===== src/rtl/txq_sched.sv =====
module txq_sched #(
  parameter int NQ  = 16,
  parameter int NCH = 8,
  parameter int PW  = 8,
  parameter int DW  = 32,
  localparam int QW = $clog2(NQ),
  localparam int AW = QW + 2
) (
  input  logic              clk,
  input  logic              rst_n,
  input  logic              cfg_we,
  input  logic [AW-1:0]     cfg_addr,
  input  logic [DW-1:0]     cfg_wdata,
  input  logic [AW-1:0]     cfg_raddr,
  output logic [DW-1:0]     cfg_rdata,
  input  logic [NCH-1:0]    ch_ready,
  output logic [NCH-1:0]    ch_req,
  output logic [NCH*QW-1:0] ch_qid
);
  localparam int SW = 10;

  logic [SW-1:0] stat_q [NQ];
  logic [PW-1:0] wp_q   [NQ];
  logic [PW-1:0] rp_q   [NQ];
  logic [NQ-1:0] empty_q;
  logic [NCH-1:0] chen_q;
  logic [QW-1:0] last_q [NCH];

  logic [1:0]    wsel;
  logic [QW-1:0] wq;
  assign wsel = cfg_addr[AW-1:AW-2];
  assign wq   = cfg_addr[QW-1:0];

  logic wr_ctl, wr_stat, wr_wp, wr_rp, wr_chen, wr_emp;
  assign wr_ctl  = cfg_we && wsel == 2'd0;
  assign wr_stat = cfg_we && wsel == 2'd1;
  assign wr_wp   = cfg_we && wsel == 2'd2;
  assign wr_rp   = cfg_we && wsel == 2'd3;
  assign wr_chen = wr_ctl && wq == QW'(0);
  assign wr_emp  = wr_ctl && wq == QW'(1);

  logic [NQ-1:0] elig;
  always_comb
    for (int q = 0; q < NQ; q++) elig[q] = stat_q[q][0] & ~empty_q[q];

  logic [NCH-1:0] pick_v;
  logic [QW-1:0]  pick_q [NCH];
  always_comb begin
    for (int c = 0; c < NCH; c++) begin
      pick_v[c] = 1'b0;
      pick_q[c] = '0;
      for (int k = 1; k <= NQ; k++) begin
        logic [QW-1:0] idx;
        idx = last_q[c] + QW'(k);
        if (!pick_v[c] && elig[idx] && stat_q[idx][4:1] == 4'(c)) begin
          pick_v[c] = 1'b1;
          pick_q[c] = idx;
        end
      end
    end
  end

  logic [NCH-1:0] fire;
  assign ch_req = chen_q & pick_v;
  assign fire   = ch_req & ch_ready;

  always_comb
    for (int c = 0; c < NCH; c++) ch_qid[c*QW +: QW] = pick_q[c];

  logic [NQ-1:0] adv, hrp, hwp, pchg;
  logic [PW-1:0] rp_n [NQ];
  logic [PW-1:0] wp_n [NQ];
  always_comb begin
    for (int q = 0; q < NQ; q++) begin
      adv[q] = 1'b0;
      for (int c = 0; c < NCH; c++)
        if (fire[c] && pick_q[c] == QW'(q)) adv[q] = 1'b1;
      hrp[q]  = wr_rp && wq == QW'(q);
      hwp[q]  = wr_wp && wq == QW'(q);
      rp_n[q] = hrp[q] ? cfg_wdata[PW-1:0] : (adv[q] ? rp_q[q] + PW'(1) : rp_q[q]);
      wp_n[q] = hwp[q] ? cfg_wdata[PW-1:0] : wp_q[q];
      pchg[q] = adv[q] | hrp[q] | hwp[q];
    end
  end

  always_ff @(posedge clk) begin
    if (!rst_n) begin
      empty_q <= '1;
      chen_q  <= '0;
      for (int q = 0; q < NQ; q++) begin
        stat_q[q] <= '0;
        wp_q[q]   <= '0;
        rp_q[q]   <= '0;
      end
      for (int c = 0; c < NCH; c++) last_q[c] <= '0;
    end else begin
      for (int c = 0; c < NCH; c++)
        if (fire[c]) last_q[c] <= pick_q[c];
      for (int q = 0; q < NQ; q++) begin
        rp_q[q] <= rp_n[q];
        wp_q[q] <= wp_n[q];
        if (wr_emp && cfg_wdata[16+q]) empty_q[q] <= cfg_wdata[q];
        else if (pchg[q])              empty_q[q] <= (rp_n[q] == wp_n[q]);
      end
      if (wr_chen) chen_q <= cfg_wdata[NCH-1:0];
      if (wr_stat)
        for (int i = 0; i < SW; i++)
          if (cfg_wdata[SW+i]) stat_q[wq][i] <= cfg_wdata[i];
    end
  end

  logic [1:0]    rsel;
  logic [QW-1:0] rq;
  assign rsel = cfg_raddr[AW-1:AW-2];
  assign rq   = cfg_raddr[QW-1:0];

  always_comb begin
    cfg_rdata = '0;
    case (rsel)
      2'd0: begin
        if (rq == QW'(0))      cfg_rdata[NCH-1:0] = chen_q;
        else if (rq == QW'(1)) cfg_rdata[NQ-1:0]  = empty_q;
      end
      2'd1:    cfg_rdata[SW-1:0] = stat_q[rq];
      2'd2:    cfg_rdata[PW-1:0] = wp_q[rq];
      default: cfg_rdata[PW-1:0] = rp_q[rq];
    endcase
  end

  for (genvar q = 0; q < NQ; q++) begin : g_qchk
    AST_PTR_STEP: assert property (@(posedge clk) disable iff (!rst_n)
      (adv[q] && !hrp[q]) |=> rp_q[q] == $past(rp_q[q]) + PW'(1));
    AST_PTR_HOLD: assert property (@(posedge clk) disable iff (!rst_n)
      (!adv[q] && !hrp[q]) |=> $stable(rp_q[q]));
    AST_STAT_HOLD: assert property (@(posedge clk) disable iff (!rst_n)
      !(wr_stat && wq == QW'(q)) |=> $stable(stat_q[q]));
    AST_EMPTY_TRACK: assert property (@(posedge clk) disable iff (!rst_n)
      (pchg[q] && !(wr_emp && cfg_wdata[16+q])) |=> empty_q[q] == (rp_q[q] == wp_q[q]));
  end

  for (genvar c = 0; c < NCH; c++) begin : g_cchk
    AST_REQ_ELIG: assert property (@(posedge clk) disable iff (!rst_n)
      ch_req[c] |-> (chen_q[c] && stat_q[pick_q[c]][0] && !empty_q[pick_q[c]]
                     && stat_q[pick_q[c]][4:1] == 4'(c)));
  end
endmodule


===== config.mk =====
export PLATFORM = sky130hd
export DESIGN_NAME = txq_sched
export DESIGN_NICKNAME = d
export VERILOG_FILES = /design/src/rtl/txq_sched.sv
export SDC_FILE = /design/constraint.sdc
export NUM_CORES = 2
export LEC_CHECK = 0
export BUFFER_PORTS_ARGS = -buffer_cell sky130_fd_sc_hd__buf_2
export CORE_AREA = 3 3 338 407
export CTS_CLUSTER_SIZE = 16
export DETAILED_ROUTE_END_ITERATION = 7
export DIE_AREA = 0 0 341 410
export SLEW_MARGIN = 20
export SYNTH_ARGS = -nofsm -noshare
export SYNTH_HDL_FRONTEND = slang
export SYNTH_SLANG_ARGS = --single-unit

===== constraint.sdc =====
create_clock -name clk -period 15.6 [get_ports clk]
set_input_delay 4.68 -clock clk [delete_from_list [all_inputs] [get_ports clk]]
set_output_delay 4.68 -clock clk [all_outputs]
set_load 0.1 [all_outputs]

Word-level counts from Yosys, hierarchy flattened
Memories as Yosys holds them, arrays and structs flattened.
Cells that the tools add are included.
{ "word_totals": {"reg_bits": 24, "ram_bits": 448, "inputBits": 55, "elab_cells": 2090, "n_memories": 4} }
{ "classes": {"add_sub_neg": 136, "n_lt_le_gt_ge": 128, "n_eq_ne": 269, "n_mux": 835, "n_bitwise": 106, "n_reduce_logical": 595} }
{ "memory_table": {"columns": ["name", "words", "width", "rd", "rd_clocked_by_memory_dff", "write_ports", "line_no", "text"], "rows": [
  ["stat_q", 16, 10, 145, 0, 16, "22", "logic [SW-1:0] stat_q [NQ];"],
  ["rp_q", 16, 8, 17, 0, 16, "24", "logic [PW-1:0] rp_q [NQ];"],
  ["wp_q", 16, 8, 17, 0, 16, "23", "logic [PW-1:0] wp_q [NQ];"],
  ["last_q", 8, 4, 8, 0, 8, "27", "logic [QW-1:0] last_q [NCH];"]
]} }
{ "ops": {"columns": ["cell", "count"], "rows": [
  ["$mux W8", 82],
  ["$lt A4 B5 Y1 const B", 128],
  ["$mux W4", 137],
  ["$bmux W1 S4", 128],
  ["$mux W1", 482],
  ["$logic_and A1 B1 Y1", 430],
  ["$eq A4 B3 Y1 const B", 100],
  ["$eq A4 B4 Y1 const B", 72],
  ["$add A4 B4 Y4 const B", 64],
  ["$eq A4 B2 Y1 const B", 50],
  ["$add A4 B3 Y4 const B", 32],
  ["$add A8 B1 Y8 const B", 16],
  ["$eq A8 B8 Y1", 16],
  ["$logic_not A1 Y1", 120],
  ["$eq A4 B1 Y1 const B", 26],
  ["$logic_not A4 Y1", 26],
  ["$or A1 B1 Y1", 72],
  ["$add A4 B2 Y4 const B", 16],
  ["$add A4 B1 Y4 const B", 8],
  ["$reduce_bool A2 Y1", 16],
  ["$pmux W8 S3", 1],
  ["$mux W10", 2],
  ["$and A1 B1 Y1", 16],
  ["$and A8 B8 Y8", 2],
  ["other kinds (8)", 27]
]} }

Logic depth before layout (Yosys ltp)
{ "depth": {"depth_word": 82, "ltp_mapped": 29} }

Least setup slack after synthesis
No wires, ideal clock.
{ "synth_path": {"kind": "input-to-output", "from": "input port cfg_raddr[0]", "to": "output port cfg_rdata[2]", "t_arrival_ps": 8147, "t_required_ps": 10920, "slack_ps": 2773, "path_stages": 7, "cell_sequence": "buf_1 clkbuf_1 clkbuf_1 mux4_2 mux4_2 mux2i_1 a21oi_1"} }
{ "synth_via": {"elab_chain_len": 4} }
{ "synth_rtl": {"columns": ["element", "line_no", "text"], "rows": [
  ["start, declared", "14", "input logic [AW-1:0] cfg_raddr,"],
  ["parallel branches: the longest is 3 deep, another holds $mem_v2 Z16 W8", null, null],
  ["$pmux W8 S3 (*)", "119", "case (rsel)"],
  ["end, declared", "15", "output logic [DW-1:0] cfg_rdata,"]
]} }
Every way passes the cells marked *.

Final worst setup path
{ "layout_path": {"from": "input port cfg_raddr[1]", "to": "output port cfg_rdata[1]"} }
Same word-level chain as after synthesis.

==> metrics list <==
* Outcome: complete, but fails checks
- The checks that failed: DRC.
- Clock-pin slew was measured on the worst setup and hold paths at 0.06 ns.
- GR Util met2: 0.685
* CP top delay family: buffers and inverters
* Per-cell routed wire length: 36.3 microns
* Insertion delay to the later sink of the worst-skew pair: 0.73 ns
* Final core area utilization: 0.482
- The multi-input combinational cells in the finished layout cover a total of 45,800 sq um.
- In this design, the stage delay of the slowest critical-path cell is 0.96 ns.
- Grt ovf: 0
* Pin count of the biggest net entering global routing: 89
* Final setup skew: 0.0481 ns
* Peak fanout along the critical path: 65
- Data arrival time of the worst path: 8.39 ns
- Count of antenna-violating nets left after detailed routing: 0
- Starting density of the core: 0.450
- CTS root buf: clkbuf_16
- Wires add up to 336,000 microns.
- The area growth from synthesis to layout is 7.01%.
- Counting the buffers created by CTS gives 58.
- The initialized floorplan defines 147 standard-cell rows.
- The number of global-route vias before repair is 63,500.
- For this design the static power due to leakage is 22.0 nW.
* Setup TNS: 0 ns
- Setup repair after global routing missed its margin: no
* Nature of the critical path startpoint: primary input
- Timing startpoint of the critical path: cfg_raddr[1]
- Data on the critical path is required at its endpoint by 10.92 ns.
* Gpl congestion: 1.11
* Part of the power in combinational logic: 0.561
* Crit. path cell count: 7
* Post-synthesis area per instance: 7.95 sq um
- Register area: 11,400 sq um
- From left edge to right edge, the die measures 341 microns.
- The number of buffers and inverters on the critical path is 3.
* M1 GR Usage: 0.498
- Of the total power, the share spent switching nets is 0.524.
* Clk sink count: 472
- The floorplan step defined a die boundary enclosing 140,000 sq um.
* Library cells used by synthesis: 145
* Maximum number of buffers from clock root to sink: 3
- For this design the total switching power over the nets is 3.44 mW.
* Final worst path period share: 0.838
* Global-route wire length before repair: 470,000 microns
- The number of pins with negative max-slew slack in the final report was 0.
- Number of cells on the worst hold path: 2
- Post-DP HPWL: 238,000 microns
- Dividing the detail-routed via count by the number of cells gives 7.50.
- Post-synthesis instance area: 60,200 sq um
- Derived from the worst setup path, the maximum achievable clock frequency is 0.0765 GHz.
* PnR Total Power: 6.56 mW
* Critical path cell sequence: buf_4, buf_4, mux4_2, mux4_2, mux2i_1, a21oi_1, buf_2
- In this run, post-CTS hold repair placed 0 buffers.
- The worst path needs 13.07 ns of the cycle, external delays included.
- Most frequently used flop master after synthesis: dfxtp_1
- Yosys warning count: 0
* Highest ir drop seen on vdd: 0.198 mV
- In this run the tool buffered the top-level ports with 110 buffer cells.
* First drt pass iteration count: 8
- Fill cells in the final layout number 13,300.
* Total internal power: 3.12 mW
* CTS H-Tree Depth: 2
- Synthesis produced 7,580 cells.
- Power density normalized to cell area: 102 nW/um^2
- Across every metal layer, demand over resource in global routing totals 0.460.
- The number of antenna violations at the first check in global routing came to 31.
- Violation count after the first detailed-routing iteration: 10,200
- Relative slew margins: 0.183
- Height of the chip: 410 microns
- After detailed placement, the total cell area comes to 62,200 sq um.
* Worst-Margin Slew: 1.22 ns
- For this run, design rule violations remaining after detail routing come to 4.
- In the global route stage, met3 resource usage came out at 0.193.
* Path category of the worst min-delay check: reg -> reg
- Number of max-cap violations: 0
- For this design the top-level I/O count stands at 127.
* Worst setup EP type: output pin
- Number of failing setup endpoints in the final timing report: 0
* Hold Crit Start: wp_q[14][7]
* Number of synthesized flops with an enable pin: 192
- Critical path type: in -> out
* Async SR Flop Fraction: 0
* Count of state elements after synthesis: 472
- Buffers inserted by post-CTS timing repair: 0
- Final count of hold timing violations: 0
- TritonCTS built the clock tree.
- Seq/Total Area, Yosys: 0.189
- The layer flagged by global routing as most heavily used is met2.
- Post-CTS repair changed the size of 0 cells.
* Post-layout net count: 7,499
- Share of total power in sequential cells: 0.211
- Core Footprint: 134,000 sq um
* Routed vias: 69,400
- The number of cells on the worst reg-to-reg path is 23.
* Part of the power in the clock network: 0.229
- On the critical path, the stage with the largest delay is an instance of a21oi_1.
* Final non-filler cell area: 64,500 sq um
- In the final layout, the share of cells above drive strength 1 is 0.144.
* Reg-to-Reg Start: last_q[0][8]
## synthesized netlist by cell type (62+ instances only)
library cell,number,share of area
nor2_1,844,0.053
edfxtp_1,192,0.096
nor3b_1,76,0.0095
nor4_1,80,0.0083
dfxtp_1,280,0.093
xor2_1,144,0.021
o211ai_1,97,0.012
nor2b_1,76,0.0079
a21oi_1,429,0.036
nand2_1,773,0.048
inv_1,90,0.0056
xnor2_1,226,0.033
ha_1,72,0.015
mux2i_1,192,0.032
clkbuf_1,387,0.024
a22oi_1,79,0.0098
o22ai_1,83,0.0086
and3_1,80,0.0083
and2_1,108,0.011
a211oi_1,107,0.013
nor3_1,201,0.017
nand4_1,94,0.0098
nor4b_1,66,0.0096
o21ai_0,419,0.035
mux2_2,62,0.012
mux4_2,265,0.099
buf_2,149,0.012
nand2b_1,74,0.0077
nor4bb_1,81,0.013
nand3_1,235,0.020
a31oi_1,72,0.0075
## final timing paths
check / endpoint / slack, ns
worst max-delay path: cfg_rdata[1] / 2.53
worst min-delay path: wp_q[14][7] / 0.51
worst max register to register: empty_q[4] / 6.37
worst min register to register: wp_q[14][7] / 0.51
## worst min-delay path: stages (launching register included)
cell     delay [ns]
dfxtp_1        0.34
nand2_1        0.06
a21oi_1        0.06
## per-stage QoR
stage               hold WS [ns]  setup WS (ns)  instances
finish                     0.505           2.53       9247
floorplan                  0.446           2.77       7595
detailed placement         0.483           2.74       9096
CTS                        0.492           2.74       9205
global placement           0.483           2.77       9095
global route               0.514           2.56       9213
## power groups by stage
stage          Combinational (mW)  Sequential (mW)  Clock (mW)
2_1_floorplan                2.48             1.38           0
3_3_place_gp                 3.49             1.40           0
3_5_place_dp                 3.50             1.40           0
4_1_cts                      3.51             1.38        1.50
5_1_grt                      3.79             1.38        1.55
6_report                     3.68             1.38        1.50
## sequential cells by signal (all words and copies together), names as in the netlist
| signal | count |
|---|---|
| chen_q | 8 |
| stat_q | 160 |
| empty_q | 16 |
| last_q | 32 |
| rp_q | 128 |
| wp_q | 128 |
## cell usage in the layout (no fill, tap or decap), drive strengths merged, types with 82 or more instances in the layout
cell type    n
and2       111
mux4       265
mux2i      199
o21ai      448
a211oi     117
a22oi       82
nor3       213
nand4       97
dfxtp      280
buf        356
nor2       848
edfxtp     192
a21oi      435
xor2       144
xnor2      231
o22ai       84
o211ai     100
nand3      237
nand2      778
nor4        97
inv        121
## cells by family after synthesis
| group | share of synthesized area |
|---|---|
| AOI/OAI and AO/OA | 0.256 |
| DFF | 0.189 |
| other | 0.0000623 |
| and+or+nand+nor | 0.282 |
| muxes | 0.145 |
| xor gates and xnor gates | 0.0578 |
| adders and majority gates | 0.0150 |
| buffers and inverters | 0.0554 |
## layout make-up
cell class	instances	share of cell area
Sequential cell	472	0.176
Clock inverter	42	0.00796
Inverter	127	0.00755
Clock buffer	67	0.0238
Timing Repair Buffer	359	0.0381
Antenna cell	38	0.00148
Tap cell	1788	0.0347
Multi-Input combinational cell	6354	0.710
## routing by layer
layer / vias up / routed length (microns)
li1: 28800 / -
met2: 5448 / 142000
met4: 22 / 37500
met5: - / 527
met1: 33400 / 112000
met3: 1780 / 44500
Note: power is estimated with default switching activity, not from simulation.
